--- src/rtl/pseq_pkg.sv ---
package pseq_pkg;

    localparam int LINES = 3;
    localparam int STW   = 2;

    typedef enum logic [STW-1:0] {
        ST_IDLE = 2'b00,
        ST_A    = 2'b01,
        ST_AB   = 2'b11,
        ST_HELD = 2'b10
    } pseq_state_e;

    typedef struct packed {
        logic a;
        logic b;
        logic c;
    } pulse_s;

    typedef struct packed {
        logic [STW-1:0] set;
        logic [STW-1:0] clr;
    } excite_s;

    // Next state for exactly one pulse present.
    function automatic pseq_state_e step(pseq_state_e cur, pulse_s p);
        pseq_state_e nxt;
        if (cur == ST_HELD) begin
            nxt = p.b ? ST_IDLE : ST_HELD;
        end else if (p.a) begin
            nxt = ST_A;
        end else if (p.b && cur == ST_A) begin
            nxt = ST_AB;
        end else if (p.c && cur == ST_AB) begin
            nxt = ST_HELD;
        end else begin
            nxt = ST_IDLE;
        end
        return nxt;
    endfunction

    // Set where a bit must rise, clear where it must fall.
    function automatic excite_s excite(logic [STW-1:0] cur, logic [STW-1:0] nxt);
        excite_s e;
        e.set = nxt & ~cur;
        e.clr = ~nxt & cur;
        return e;
    endfunction

endpackage

--- src/rtl/pseq_pulse_decode.sv ---
module pseq_pulse_decode
    import pseq_pkg::*;
(
    input  logic   line_a,
    input  logic   line_b,
    input  logic   line_c,
    output pulse_s pulse,
    output logic   single,
    output logic   multi
);
    logic [LINES-1:0] lines;

    always_comb begin
        lines   = {line_a, line_b, line_c};
        pulse.a = line_a;
        pulse.b = line_b;
        pulse.c = line_c;
        single  = ($countones(lines) == 1);
        multi   = ($countones(lines) > 1);
    end
endmodule

--- src/rtl/pseq_excite.sv ---
module pseq_excite
    import pseq_pkg::*;
(
    input  logic [STW-1:0] cur_bits,
    input  pulse_s         pulse,
    input  logic           single,
    output excite_s        drive
);
    pseq_state_e cur;
    pseq_state_e nxt;

    always_comb begin
        cur   = pseq_state_e'(cur_bits);
        nxt   = single ? step(cur, pulse) : cur;
        drive = excite(cur_bits, nxt);
    end
endmodule

--- src/rtl/pseq_sr_bit.sv ---
module pseq_sr_bit #(
    parameter logic RST_VAL = 1'b0
) (
    input  logic clk,
    input  logic rst,
    input  logic s,
    input  logic r,
    output logic q
);
    always_ff @(posedge clk) begin
        if (rst)    q <= RST_VAL;
        else if (s) q <= 1'b1;
        else if (r) q <= 1'b0;
    end

    // A set request is honoured on the next edge (supports R2, R4).
    assert_set_lands_R2: assert property (@(posedge clk) disable iff (rst)
        s |=> q);
endmodule

--- src/rtl/pulse_seq_detector.sv ---
module pulse_seq_detector
    import pseq_pkg::*;
(
    input  logic clk,
    input  logic rst,
    input  logic line_a,
    input  logic line_b,
    input  logic line_c,
    output logic flag_out
);
    localparam logic [STW-1:0] RST_CODE = ST_IDLE;

    pulse_s          pulse;
    logic            single;
    logic            multi;
    excite_s         drive;
    logic [STW-1:0]  state_bits;
    pseq_state_e     state;

    pseq_pulse_decode u_decode (
        .line_a (line_a),
        .line_b (line_b),
        .line_c (line_c),
        .pulse  (pulse),
        .single (single),
        .multi  (multi)
    );

    pseq_excite u_excite (
        .cur_bits (state_bits),
        .pulse    (pulse),
        .single   (single),
        .drive    (drive)
    );

    for (genvar i = 0; i < STW; i++) begin : g_bit
        pseq_sr_bit #(.RST_VAL(RST_CODE[i])) u_bit (
            .clk (clk),
            .rst (rst),
            .s   (drive.set[i]),
            .r   (drive.clr[i]),
            .q   (state_bits[i])
        );
    end

    always_comb begin
        state    = pseq_state_e'(state_bits);
        flag_out = (state == ST_HELD);
    end

    assert_idle_after_reset_R1: assert property (@(posedge clk) disable iff (rst)
        $fell(rst) |-> (state == ST_IDLE && !flag_out));

    assert_rise_on_c_R2: assert property (@(posedge clk) disable iff (rst)
        $rose(flag_out) |-> ($past(line_c) && $past(state) == ST_AB));

    assert_quiet_holds_R3: assert property (@(posedge clk) disable iff (rst)
        (!line_a && !line_b && !line_c) |=> $stable(state_bits));

    assert_fall_on_b_R7: assert property (@(posedge clk) disable iff (rst)
        (flag_out && line_b && !line_a && !line_c) |=> (state == ST_IDLE));

    assert_multi_dropped_R8: assert property (@(posedge clk) disable iff (rst)
        multi |=> $stable(state_bits));
endmodule

--- config.mk ---
export PLATFORM = sky130hd
export DESIGN_NAME = pulse_seq_detector
export DESIGN_NICKNAME = d
export VERILOG_FILES = /design/src/rtl/pseq_pkg.sv /design/src/rtl/pseq_pulse_decode.sv /design/src/rtl/pseq_excite.sv /design/src/rtl/pseq_sr_bit.sv /design/src/rtl/pulse_seq_detector.sv
export SDC_FILE = /design/constraint.sdc
export NUM_CORES = 1
export LEC_CHECK = 0
export BUFFER_PORTS_ARGS = -buffer_cell sky130_fd_sc_hd__buf_4
export CAP_MARGIN = 20
export CORE_AREA = 3 3 40 42
export CTS_BUF_LIST = sky130_fd_sc_hd__clkbuf_2
export DETAILED_ROUTE_END_ITERATION = 16
export DIE_AREA = 0 0 43 45
export PLACE_DENSITY_LB_ADDON = 0.1
export SLEW_MARGIN = 25
export SYNTH_ARGS = -nofsm -noshare
export SYNTH_HDL_FRONTEND = slang
export SYNTH_HIERARCHICAL = 1
export SYNTH_SLANG_ARGS = --single-unit
--- constraint.sdc ---
create_clock -name clk -period 1.7 [get_ports clk]
set_input_delay 0.34 -clock clk [delete_from_list [all_inputs] [get_ports clk]]
set_output_delay 0.34 -clock clk [all_outputs]
set_load 0.02 [all_outputs]
==> metrics.txt <==
Filler Cell Count=143; Worst Setup End Kind=flip-flop; Hold Crit Endpoint=g_bit[1].u_bit/q; biggest regs=g_bit.u_bit/q x2; Synth Cell Area=210.2 µm²; Post-CTS Resized=0; Post-route DRC=0; I/O pins=6; Die ar.=1935 µm²; Post-synth top cells=3 x buf_4, 3 x nand2b_1, 3 x nor2b_4; Hold Buf Count CTS=0; max FFs per register=2; gp weighted congestion=0.6313; HPWL after DPL=279.1 µm; Max Root-Sink Buffers=2; flop2flop setup slack=0.63 ns; Hold WC Path Type=in -> reg; post-synth top area cell=nor2b_4; global route hottest layer=met4; setup tns final=0 ns; post-synthesis cell type count=12; Setup Skew=0.001927 ns; Power Density=621.7 nW/µm²; Total Nets Final=34; total CTS buffers=3; Worst EP arrival=1.54 ns; gr ovfl total=0; vias in the first global route=173; Synth area leaders=nor2b_4 20%, dfxtp_1 19%, buf_4 11%, fa_1 9.5%, nand2b_1 8.9%; WS Path Type=in -> reg; Antenna Cells=0; Pleak=0.1030 nW; Initial DRC Count=1; worst skew pair latency=0.19 ns; vias per std cell=3.683; Worst Hold Depth=2; R2R Path End=g_bit[0].u_bit/q; Synth Area per Inst=10.01 µm²; Hold Fails Final Rpt=0; unrepaired setup endpoints after global routing=no; Die Y=45 µm; post-synth net total=27; Slew HR=84.62%; Clock transition at path regs=0.03 ns; met3 usage=0.3984%; clk sink count=2; DRT Wirelength=363 µm; synthesis warning total=6; first-pass GRT wire length=669 µm; total of flip-flops plus latches after synthesis=2; crit path max fanout=4; Synth Instances=21; peak supply drop=0.0001254 V; worst r2r src=g_bit[0].u_bit/q; Antenna Nets Post-Route=0; initial antenna violation count=0; Post-synth EDFFs=0; top_reg_cell synth=dfxtp_1; fin crit period=1.461 ns; wire per inst=8.854 µm; DR vias=151; ratio of cells with drive above 1 in the final layout=57.69%; Root Buffer=clkbuf_2; gr usage total=4.992%; Final Max Slew Viols=0; Die Wd=43 µm; asr flop ratio synth=0%; H-Tree Depth=1; met2 global-route usage=5.988%; Max Freq=684.7 MHz; status=finished clean; final core area utilization=20.16%; sequential cell area fraction in the yosys report=19.05%; Least-Margin Pin Slew=0.2303 ns; Rows=13; Tcrit/Tclk final=85.91%; total core area=1285 µm²; Setup-failing EPs final=0; pin count of the biggest net entering global routing=7; CTS tree=yes; Worst EP required=1.78 ns; Reg with most FFs=g_bit.u_bit/q; drt pass-1 iters=2; max cap viols=0; Critical Path Start Type=primary input; share of the synthesized area in the top cell type=19.64%; Setup Buffers After CTS=0; hold path startpoint=rst; Layout area overhead=23.21%; number of port buffers=5; met1 usage=6.490%; FF-to-FF path depth=4; initial core utilization=16.36%
-- worst max-delay path by stage --
stage                       from                to  depth (start not counted)  slack (ns)
final                     line_a  g_bit[1].u_bit/q                          7        0.24
after global routing      line_a  g_bit[1].u_bit/q                          7        0.13
after CTS                 line_a  g_bit[1].u_bit/q                          7        0.24
after detailed placement  line_a  g_bit[1].u_bit/q                          7        0.03
after global placement    line_a  g_bit[1].u_bit/q                          7        0.03
after floorplan           line_a  g_bit[1].u_bit/q                          6        0.25
-- power by group --
group | switching (mW) | internal, mW | leakage, nW | total [mW]
sequential | 0.00381 | 0.0495 | 0.0162 | 0.0533
combinational | 0.0136 | 0.0202 | 0.0742 | 0.0338
clock | 0.0269 | 0.0470 | 0.0125 | 0.0739
-- worst max-delay path, cell delays in order --
cell and delay [ns]:
buf_4 0.13, fa_1 0.52, nor2b_4 0.15, o211ai_1 0.09
a21oi_1 0.12, nand2b_1 0.13, a21oi_2 0.05
-- placed cells by master, fill, tap and decap left out, drive strengths merged --
| master | synthesis | routed |
|---|---|---|
| buf | 3 | 5 |
| nor2b | 3 | 3 |
| clkbuf | 0 | 3 |
| nand2b | 3 | 3 |
| a21oi | 3 | 3 |
| inv | 2 | 2 |
| dfxtp | 2 | 2 |
| fa | 1 | 1 |
| and3 | 1 | 1 |
| and4bb | 1 | 1 |
| and4b | 1 | 1 |
| o211ai | 1 | 1 |
-- stage by stage --
stage	cell area (µm²)	total power [mW]	hold WS, ns	std cells	setup WS [ns]
after floorplan	210.2	0.07959	0.4024	21	0.2467
after global placement	244.0	0.08831	0.5184	38	0.03244
after detailed placement	244.0	0.08871	0.5186	38	0.02966
after CTS	259.0	0.1702	0.3024	41	0.2439
after global routing	259.0	0.1753	0.3133	41	0.1277
final	259.0	0.1610	0.3190	41	0.2395
-- per-layer routing --
layer,vias up,share of wire [%],wire [µm]
li1,78,-,-
met1,67,50,181
met2,6,42,153
met3,0,7.7,28
met4,0,0,0
met5,-,0,0
-- final cells by class --
cell class | instances | area, µm² | area share [%]
Inverter | 2 | 7.507 | 2.899
Timing Repair Buffer | 5 | 37.54 | 14.49
Sequential cell | 2 | 40.04 | 15.46
Tap cell | 15 | 18.77 | 7.246
Clock buffer | 3 | 15.01 | 5.797
Multi-Input combinational cell | 14 | 140.1 | 54.11
-- cells by family after synthesis --
logic type / after synthesis / share of synthesized area [%]
simple gates: 9 / 42.86
buf+inv: 5 / 14.29
compound gates: 4 / 14.29
flops: 2 / 19.05
fa+ha+maj: 1 / 9.524
Power figures use the tool's default switching activity.
